<file path="src/rtl/panel_seq_pkg.sv">
package panel_seq_pkg;

   localparam int unsigned FRAME_BITS = 32;
   localparam logic [7:0]  STBY_ADDR  = 8'd2;

   typedef struct packed {
      logic [7:0] addr;
      logic [7:0] data;
   } reg_wr_t;

   typedef enum logic [2:0] {
      SQ_IDLE,
      SQ_STBY,
      SQ_LIST,
      SQ_PAUSE,
      SQ_HOLD
   } seq_state_e;

   // Content of list entry idx for a list of depth entries.
   function automatic reg_wr_t list_entry(input int unsigned idx, input int unsigned depth);
      reg_wr_t e;
      if (idx == 0) begin
         e.addr = 8'd3;
         e.data = 8'h01;
      end else if (idx == depth - 1) begin
         e.addr = STBY_ADDR;
         e.data = 8'h00;
      end else begin
         e.addr = 8'(idx + 3);
         e.data = 8'((idx * 37 + 5) % 256);
      end
      return e;
   endfunction

   // Command half carries the address, data half carries the value.
   function automatic logic [FRAME_BITS-1:0] pack_frame(input reg_wr_t e);
      return {8'h00, e.addr, 8'h01, e.data};
   endfunction

endpackage

</file>
<file path="src/rtl/panel_seq_rom.sv">
module panel_seq_rom
   import panel_seq_pkg::*;
#(
   parameter int unsigned DEPTH = 81,
   parameter int unsigned IDXW  = $clog2(DEPTH)
) (
   input  logic [IDXW-1:0] idx,
   output reg_wr_t         entry
);

   localparam int unsigned TBL_SIZE = 2 ** IDXW;

   reg_wr_t tbl [TBL_SIZE];

   for (genvar g = 0; g < TBL_SIZE; g++) begin : g_tbl
      if (g < DEPTH) begin : g_used
         assign tbl[g] = list_entry(g, DEPTH);
      end else begin : g_pad
         assign tbl[g] = '0;
      end
   end

   assign entry = tbl[idx];

endmodule

</file>
<file path="src/rtl/panel_spi_shifter.sv">
module panel_spi_shifter
   import panel_seq_pkg::*;
#(
   parameter int unsigned HALF_DIV = 3,
   parameter int unsigned GAP_CYC  = 8,
   parameter int unsigned NBITS    = FRAME_BITS
) (
   input  logic             clk,
   input  logic             rst,
   input  logic             start,
   input  logic [NBITS-1:0] word,
   output logic             sclk,
   output logic             mosi,
   output logic             cs_n,
   output logic             frame_done
);

   localparam int unsigned DIVW = (HALF_DIV > 1) ? $clog2(HALF_DIV) : 1;
   localparam int unsigned GAPW = (GAP_CYC > 1) ? $clog2(GAP_CYC) : 1;
   localparam int unsigned BITW = $clog2(NBITS);
   localparam logic [DIVW-1:0] DIV_LAST = DIVW'(HALF_DIV - 1);
   localparam logic [GAPW-1:0] GAP_LAST = GAPW'(GAP_CYC - 1);
   localparam logic [BITW-1:0] BIT_LAST = BITW'(NBITS - 1);

   typedef enum logic [1:0] {TX_IDLE, TX_SHIFT, TX_GAP} tx_state_e;

   tx_state_e        st;
   logic [NBITS-1:0] shreg;
   logic [DIVW-1:0]  divcnt;
   logic [BITW-1:0]  bitcnt;
   logic [GAPW-1:0]  gapcnt;

   always_ff @(posedge clk) begin
      frame_done <= 1'b0;
      if (rst) begin
         st     <= TX_IDLE;
         cs_n   <= 1'b1;
         sclk   <= 1'b0;
         shreg  <= '0;
         divcnt <= '0;
         bitcnt <= '0;
         gapcnt <= '0;
      end else begin
         case (st)
            TX_IDLE: begin
               if (start) begin
                  shreg  <= word;
                  cs_n   <= 1'b0;
                  divcnt <= '0;
                  bitcnt <= '0;
                  st     <= TX_SHIFT;
               end
            end
            TX_SHIFT: begin
               if (divcnt == DIV_LAST) begin
                  divcnt <= '0;
                  if (!sclk) begin
                     sclk <= 1'b1;
                  end else begin
                     sclk <= 1'b0;
                     if (bitcnt == BIT_LAST) begin
                        cs_n   <= 1'b1;
                        gapcnt <= '0;
                        st     <= TX_GAP;
                     end else begin
                        shreg  <= {shreg[NBITS-2:0], 1'b0};
                        bitcnt <= bitcnt + 1'b1;
                     end
                  end
               end else begin
                  divcnt <= divcnt + 1'b1;
               end
            end
            TX_GAP: begin
               if (gapcnt == GAP_LAST) begin
                  frame_done <= 1'b1;
                  st         <= TX_IDLE;
               end else begin
                  gapcnt <= gapcnt + 1'b1;
               end
            end
            default: st <= TX_IDLE;
         endcase
      end
   end

   assign mosi = cs_n ? 1'b0 : shreg[NBITS-1];

endmodule

</file>
<file path="src/rtl/panel_wait_timer.sv">
module panel_wait_timer #(
   parameter int unsigned TW = 23
) (
   input  logic          clk,
   input  logic          rst,
   input  logic          load,
   input  logic [TW-1:0] load_val,
   output logic          expired
);

   logic [TW-1:0] cnt;
   logic          running;

   always_ff @(posedge clk) begin
      expired <= 1'b0;
      if (rst) begin
         cnt     <= '0;
         running <= 1'b0;
      end else if (load) begin
         cnt     <= load_val;
         running <= 1'b1;
      end else if (running) begin
         if (cnt <= TW'(1)) begin
            expired <= 1'b1;
            running <= 1'b0;
         end else begin
            cnt <= cnt - 1'b1;
         end
      end
   end

endmodule

</file>
<file path="src/rtl/panel_seq_ctrl.sv">
module panel_seq_ctrl
   import panel_seq_pkg::*;
#(
   parameter int unsigned ROM_DEPTH = 81,
   parameter int unsigned IDXW      = $clog2(ROM_DEPTH),
   parameter int unsigned PAUSE_CYC = 2500,
   parameter int unsigned HOLD_CYC  = 5000000,
   parameter int unsigned TW        = 23
) (
   input  logic                  clk,
   input  logic                  rst,
   input  logic                  start_req,
   input  logic                  sleep_req,
   input  logic                  wake_req,
   input  logic                  frame_done,
   input  logic                  tmr_expired,
   input  reg_wr_t               list_wr,
   output logic [IDXW-1:0]       list_idx,
   output logic                  tx_start,
   output logic [FRAME_BITS-1:0] tx_word,
   output logic                  tmr_load,
   output logic [TW-1:0]         tmr_val,
   output logic                  busy,
   output logic                  done
);

   localparam logic [IDXW-1:0] IDX_LAST = IDXW'(ROM_DEPTH - 1);
   localparam logic [IDXW-1:0] IDX_PRE  = IDXW'(ROM_DEPTH - 2);

   seq_state_e st;
   logic       stby_wake;
   logic       inflight;
   reg_wr_t    stby_wr;

   always_comb begin
      stby_wr.addr = STBY_ADDR;
      stby_wr.data = {7'd0, ~stby_wake};
   end

   assign tx_word  = (st == SQ_STBY) ? pack_frame(stby_wr) : pack_frame(list_wr);
   assign tx_start = ((st == SQ_STBY) || (st == SQ_LIST)) && !inflight;
   assign tmr_load = frame_done &&
                     (((st == SQ_STBY) && !stby_wake) ||
                      ((st == SQ_LIST) && (list_idx == IDX_PRE)));
   assign tmr_val  = (st == SQ_STBY) ? TW'(HOLD_CYC) : TW'(PAUSE_CYC);
   assign busy     = (st != SQ_IDLE);

   always_ff @(posedge clk) begin
      done <= 1'b0;
      if (rst) begin
         st        <= SQ_IDLE;
         list_idx  <= '0;
         stby_wake <= 1'b0;
         inflight  <= 1'b0;
      end else begin
         if (tx_start) begin
            inflight <= 1'b1;
         end else if (frame_done) begin
            inflight <= 1'b0;
         end
         case (st)
            SQ_IDLE: begin
               if (start_req) begin
                  list_idx <= '0;
                  st       <= SQ_LIST;
               end else if (wake_req) begin
                  stby_wake <= 1'b1;
                  st        <= SQ_STBY;
               end else if (sleep_req) begin
                  stby_wake <= 1'b0;
                  st        <= SQ_STBY;
               end
            end
            SQ_STBY: begin
               if (frame_done) begin
                  if (stby_wake) begin
                     list_idx <= '0;
                     st       <= SQ_LIST;
                  end else begin
                     st <= SQ_HOLD;
                  end
               end
            end
            SQ_LIST: begin
               if (frame_done) begin
                  if (list_idx == IDX_LAST) begin
                     st   <= SQ_IDLE;
                     done <= 1'b1;
                  end else begin
                     list_idx <= list_idx + 1'b1;
                     if (list_idx == IDX_PRE) begin
                        st <= SQ_PAUSE;
                     end
                  end
               end
            end
            SQ_PAUSE: begin
               if (tmr_expired) begin
                  st <= SQ_LIST;
               end
            end
            SQ_HOLD: begin
               if (tmr_expired) begin
                  st   <= SQ_IDLE;
                  done <= 1'b1;
               end
            end
            default: st <= SQ_IDLE;
         endcase
      end
   end

endmodule

</file>
<file path="src/rtl/panel_init_seq.sv">
module panel_init_seq
   import panel_seq_pkg::*;
#(
   parameter int unsigned ROM_DEPTH = 81,
   parameter int unsigned HALF_DIV  = 3,
   parameter int unsigned GAP_CYC   = 8,
   parameter int unsigned PAUSE_CYC = 2500,
   parameter int unsigned HOLD_CYC  = 5000000
) (
   input  logic clk,
   input  logic rst,
   input  logic start_req,
   input  logic sleep_req,
   input  logic wake_req,
   output logic spi_sclk,
   output logic spi_mosi,
   output logic spi_cs_n,
   output logic busy,
   output logic done
);

   localparam int unsigned IDXW = $clog2(ROM_DEPTH);
   localparam int unsigned TMAX = (HOLD_CYC > PAUSE_CYC) ? HOLD_CYC : PAUSE_CYC;
   localparam int unsigned TW   = $clog2(TMAX + 1);

   if (ROM_DEPTH < 2 || ROM_DEPTH > 253) begin : g_bad_depth
      $error("ROM_DEPTH must lie in 2..253");
   end
   if (HALF_DIV < 1) begin : g_bad_div
      $error("HALF_DIV must be at least 1");
   end
   if (GAP_CYC < 2 * HALF_DIV) begin : g_bad_gap
      $error("GAP_CYC must cover one SCLK period");
   end
   if (PAUSE_CYC < 1 || HOLD_CYC < 1) begin : g_bad_wait
      $error("PAUSE_CYC and HOLD_CYC must be nonzero");
   end

   logic [IDXW-1:0]       list_idx;
   reg_wr_t               list_wr;
   logic                  tx_start;
   logic [FRAME_BITS-1:0] tx_word;
   logic                  frame_done;
   logic                  tmr_load;
   logic [TW-1:0]         tmr_val;
   logic                  tmr_expired;

   panel_seq_rom #(
      .DEPTH (ROM_DEPTH),
      .IDXW  (IDXW)
   ) rom_i (
      .idx   (list_idx),
      .entry (list_wr)
   );

   panel_seq_ctrl #(
      .ROM_DEPTH (ROM_DEPTH),
      .IDXW      (IDXW),
      .PAUSE_CYC (PAUSE_CYC),
      .HOLD_CYC  (HOLD_CYC),
      .TW        (TW)
   ) ctrl_i (
      .clk         (clk),
      .rst         (rst),
      .start_req   (start_req),
      .sleep_req   (sleep_req),
      .wake_req    (wake_req),
      .frame_done  (frame_done),
      .tmr_expired (tmr_expired),
      .list_wr     (list_wr),
      .list_idx    (list_idx),
      .tx_start    (tx_start),
      .tx_word     (tx_word),
      .tmr_load    (tmr_load),
      .tmr_val     (tmr_val),
      .busy        (busy),
      .done        (done)
   );

   panel_spi_shifter #(
      .HALF_DIV (HALF_DIV),
      .GAP_CYC  (GAP_CYC),
      .NBITS    (FRAME_BITS)
   ) tx_i (
      .clk        (clk),
      .rst        (rst),
      .start      (tx_start),
      .word       (tx_word),
      .sclk       (spi_sclk),
      .mosi       (spi_mosi),
      .cs_n       (spi_cs_n),
      .frame_done (frame_done)
   );

   panel_wait_timer #(
      .TW (TW)
   ) tmr_i (
      .clk      (clk),
      .rst      (rst),
      .load     (tmr_load),
      .load_val (tmr_val),
      .expired  (tmr_expired)
   );

endmodule

</file>
<file path="config.mk">
export PLATFORM = sky130hd
export DESIGN_NAME = panel_init_seq
export DESIGN_NICKNAME = d
export VERILOG_FILES = /design/src/rtl/panel_seq_pkg.sv /design/src/rtl/panel_seq_rom.sv /design/src/rtl/panel_spi_shifter.sv /design/src/rtl/panel_wait_timer.sv /design/src/rtl/panel_seq_ctrl.sv /design/src/rtl/panel_init_seq.sv
export SDC_FILE = /design/constraint.sdc
export NUM_CORES = 1
export LEC_CHECK = 0
export CAP_MARGIN = 20
export CORE_MARGIN = 1.5
export CORE_UTILIZATION = 45
export CTS_CLUSTER_DIAMETER = 100
export DETAILED_ROUTE_END_ITERATION = 7
export PLACE_DENSITY_LB_ADDON = 0.2
export SYNTH_ARGS = -nofsm -noshare
export SYNTH_HDL_FRONTEND = slang
export SYNTH_SLANG_ARGS = --single-unit
</file>
<file path="constraint.sdc">
create_clock -name clk -period 5.84 [get_ports clk]
set_input_delay 1.168 -clock clk [delete_from_list [all_inputs] [get_ports clk]]
set_output_delay 1.168 -clock clk [all_outputs]
set_load 0.01 [all_outputs]
</file>
==> reports/qor.yml <==
clkPwrFrac: 0.258
crit_chain: "or3_1 > clkdlybuf4s50_1"
core_region_area_mm2: 0.0104
viasPerCell: 5.88
clock-skew-final_ns: 0.0106
cts_tree: "yes"
p_seq_frac: 0.416
crit_required_ns: 4.67
antenna_found_initial: 0
num_antenna_cells: 0
ys_seq_area_frac: 0.351
synth_cell_types: 68
cp-start-kind: "flop"
slew_viol_final: 0
clock.fmax_mhz: 339
p_sw_w: 0.000622
synth_cells: 592
top_layer_used: "met4"
synth-seq-cells: 85
fin_setup_tns_ns: 0
rsz0062_at_grt: "false"
io_buffer_count: 9
route.met3.wl_um: 437
crit_type: "flop to primary output"
row_count: 37
hp-start: "tx_i.gapcnt[1]$_SDFFE_PP0P_"
clock-sinks: 85
routed_wl_mm: 10.9
cap_viol_max_count: 0
path_buf_inv: 1
die-area_mm2: 0.0114
cts_resized: 0
syn-num-nets: 616
die_width_um: 107
finalSetupViolations: 0
cts_hold_buf: 0
whs_path_depth: 2
start_util: 0.466
die_h_um: 107
wire_per_inst_um: 15.3
reg2regPathDepth: 8
final_common_cell: "dfxtp_1"
period_share: 0.505
synth_top_area_frac: 0.351
ys.warnings.count: 0
crit_slowest_cell: "clkdlybuf4s50_1"
worstHoldPathType: "flop to flop"
met2WireLength_mm: 5.15
drt-initial-drc-count: 332
synth_flop_cell: "dfxtp_1"
hold_violations: 0
cp_max_fo: 16
async_reset_ff_frac: 0
cpPeakStageDelay_ns: 0.50
arrival_ns: 1.78
nets: 600
fin_crit_ns: 2.95
ant_nets: 0
cts.reportedPaths.clkPinSlew_ns: 0.08
final_cell_mix: "dfxtp_1, nor2_1, nand2_1"
worst_pin_slew_ns: 0.888
grt_max_degree: 60
p_int_w: 0.00110
whs_ns: 0.466
drc: 0
cp_top_family: "buffers and inverters"
wl_met1_mm: 5.24
drive_gt1_frac: 0.0602
fillers: 1019
comb_power_share: 0.326
hold_end: "tx_i.gapcnt[1]$_SDFFE_PP0P_"
r2r_slack_ns: 3.05
grt_usage: 0.200
r2r_end: "tx_i.shreg[19]$_SDFFE_PP0P_"
power_density_mw_per_mm2: 333
max-slew-margin-rel: 0.406
firstDrtPassIters: 6
yosysTopAreaCell: "dfxtp_1"
hpwl_mm: 7.31
htreeDepth: 3
area_delta_synth_final_pct: 6.68
postCtsSetupBuffers: 0
crit_path_end_kind: "primary output"
ios: 10
power_w: 0.00172
clk-insertion-delay-late_ns: 0.36
vdd.ir_drop.worst_mv: 0.191
overflow: 0
p_sw_frac: 0.361
syn_area_mm2: 0.00485
synth_edf_count: 0
gp_congestion: 0.877
grt_pass1_vias: 3880
reg2reg_from: "tx_i.bitcnt[0]$_SDFFE_PP0P_"
p_leak_nw: 1.77
outcome: "complete, no violations"
syn_avg_cell_area_um2: 8.20
synthTopCellsByArea: "dfxtp_1, nor2_1, ha_1"
vias: 4215
grt_pass1_wl_mm: 18.6
cts_inserted_buffers: 9
root_buffer: "clkbuf_8"
clk_path_buf_depth: 2
layout make-up:
class | count | area [um2] | share of cell area
multi-input cells | 455 | 2930 | 0.567
flip-flops and latches | 85 | 1700 | 0.329
well taps | 136 | 170 | 0.0329
clock buffers | 12 | 135 | 0.0261
repair buffers | 14 | 123 | 0.0237
clock inverters | 4 | 72.6 | 0.0140
inverters | 11 | 41.3 | 0.00798
power by group through the flow:
stage	sequential, W	combinational [W]	clock [W]
floorplan	0.000697	0.000464	0
global placement	0.000725	0.000551	0
detailed placement	0.000729	0.000558	0
CTS	0.000715	0.000562	0.000455
global route	0.000727	0.000629	0.000481
finish	0.000716	0.000561	0.000445
worst register-to-register path, stage by stage, from the launching register on:
cell and delay [ns]:
dfxtp_1 0.35, ha_1 0.21, and3_1 0.18, ha_1 0.19, nand4bb_1 0.45, nand2_1 0.18
nand2_1 0.52, a221oi_1 0.49, nor3_1 0.08
state kept, by name, summed over array words and instances (netlist names):
register          count
ctrl_i.st             3
ctrl_i.done           1
tx_i.shreg           32
tx_i.st               2
tx_i.sclk             1
ctrl_i.stby_wake      1
tmr_i.running         1
ctrl_i.inflight       1
tx_i.divcnt           2
tx_i.bitcnt           5
tmr_i.expired         1
tmr_i.cnt            23
tx_i.cs_n             1
ctrl_i.list_idx       7
tx_i.gapcnt           3
tx_i.frame_done       1
layer usage:
metal | vias up | GRT usage
li1 | 2119 | -
met1 | 1983 | 0.272
met2 | 101 | 0.316
met3 | 12 | 0.0438
met4 | 0 | 0.0629
met5 | - | 0
worst max path at each step:
stage,startpoint,to,slack (ns),cells past startpoint
5_1_grt,ctrl_i.st[1]$_SDFFE_PP0P_,busy,2.78,2
2_1_floorplan,ctrl_i.list_idx[1]$_SDFFE_PP0P_,tx_i.shreg[6]$_SDFFE_PP0P_,3.47,8
3_5_place_dp,start_req,ctrl_i.list_idx[3]$_SDFFE_PP0P_,2.86,6
4_1_cts,ctrl_i.st[2]$_SDFFE_PP0P_,busy,2.89,2
3_3_place_gp,start_req,ctrl_i.list_idx[3]$_SDFFE_PP0P_,2.88,6
6_report,ctrl_i.st[2]$_SDFFE_PP0P_,busy,2.89,2
logic make-up (layout without fill, tap and decap cells):
group           count (synthesis)  in the layout  share of synthesized area
mux                            11             11                     0.0235
flops                          85             85                      0.351
fa+ha+maj                      19             19                     0.0490
buf+inv                        52             41                     0.0449
compound gates                148            148                      0.208
simple gates                  250            250                      0.276
xor+xnor                       27             27                     0.0487
cell usage after synthesis (12+ instances only):
cell	number
o21ai_0	19
dfxtp_1	85
clkbuf_1	25
nand2b_1	16
nor3_1	21
a22oi_1	20
a21oi_1	37
nand2_1	38
nand3_1	23
ha_1	19
buf_2	12
xor2_1	18
nor2_1	76
o211ai_1	15
stage by stage:
stage,cells,area (um2),setup WS (ns),utilization
4_1_cts,717,5180,2.89,0.497
6_report,717,5180,2.89,0.497
5_1_grt,717,5180,2.78,0.497
3_3_place_gp,701,4970,2.88,0.477
2_1_floorplan,592,4850,3.47,-
3_5_place_dp,701,4970,2.86,0.477
(Power assumes the default switching activity.)
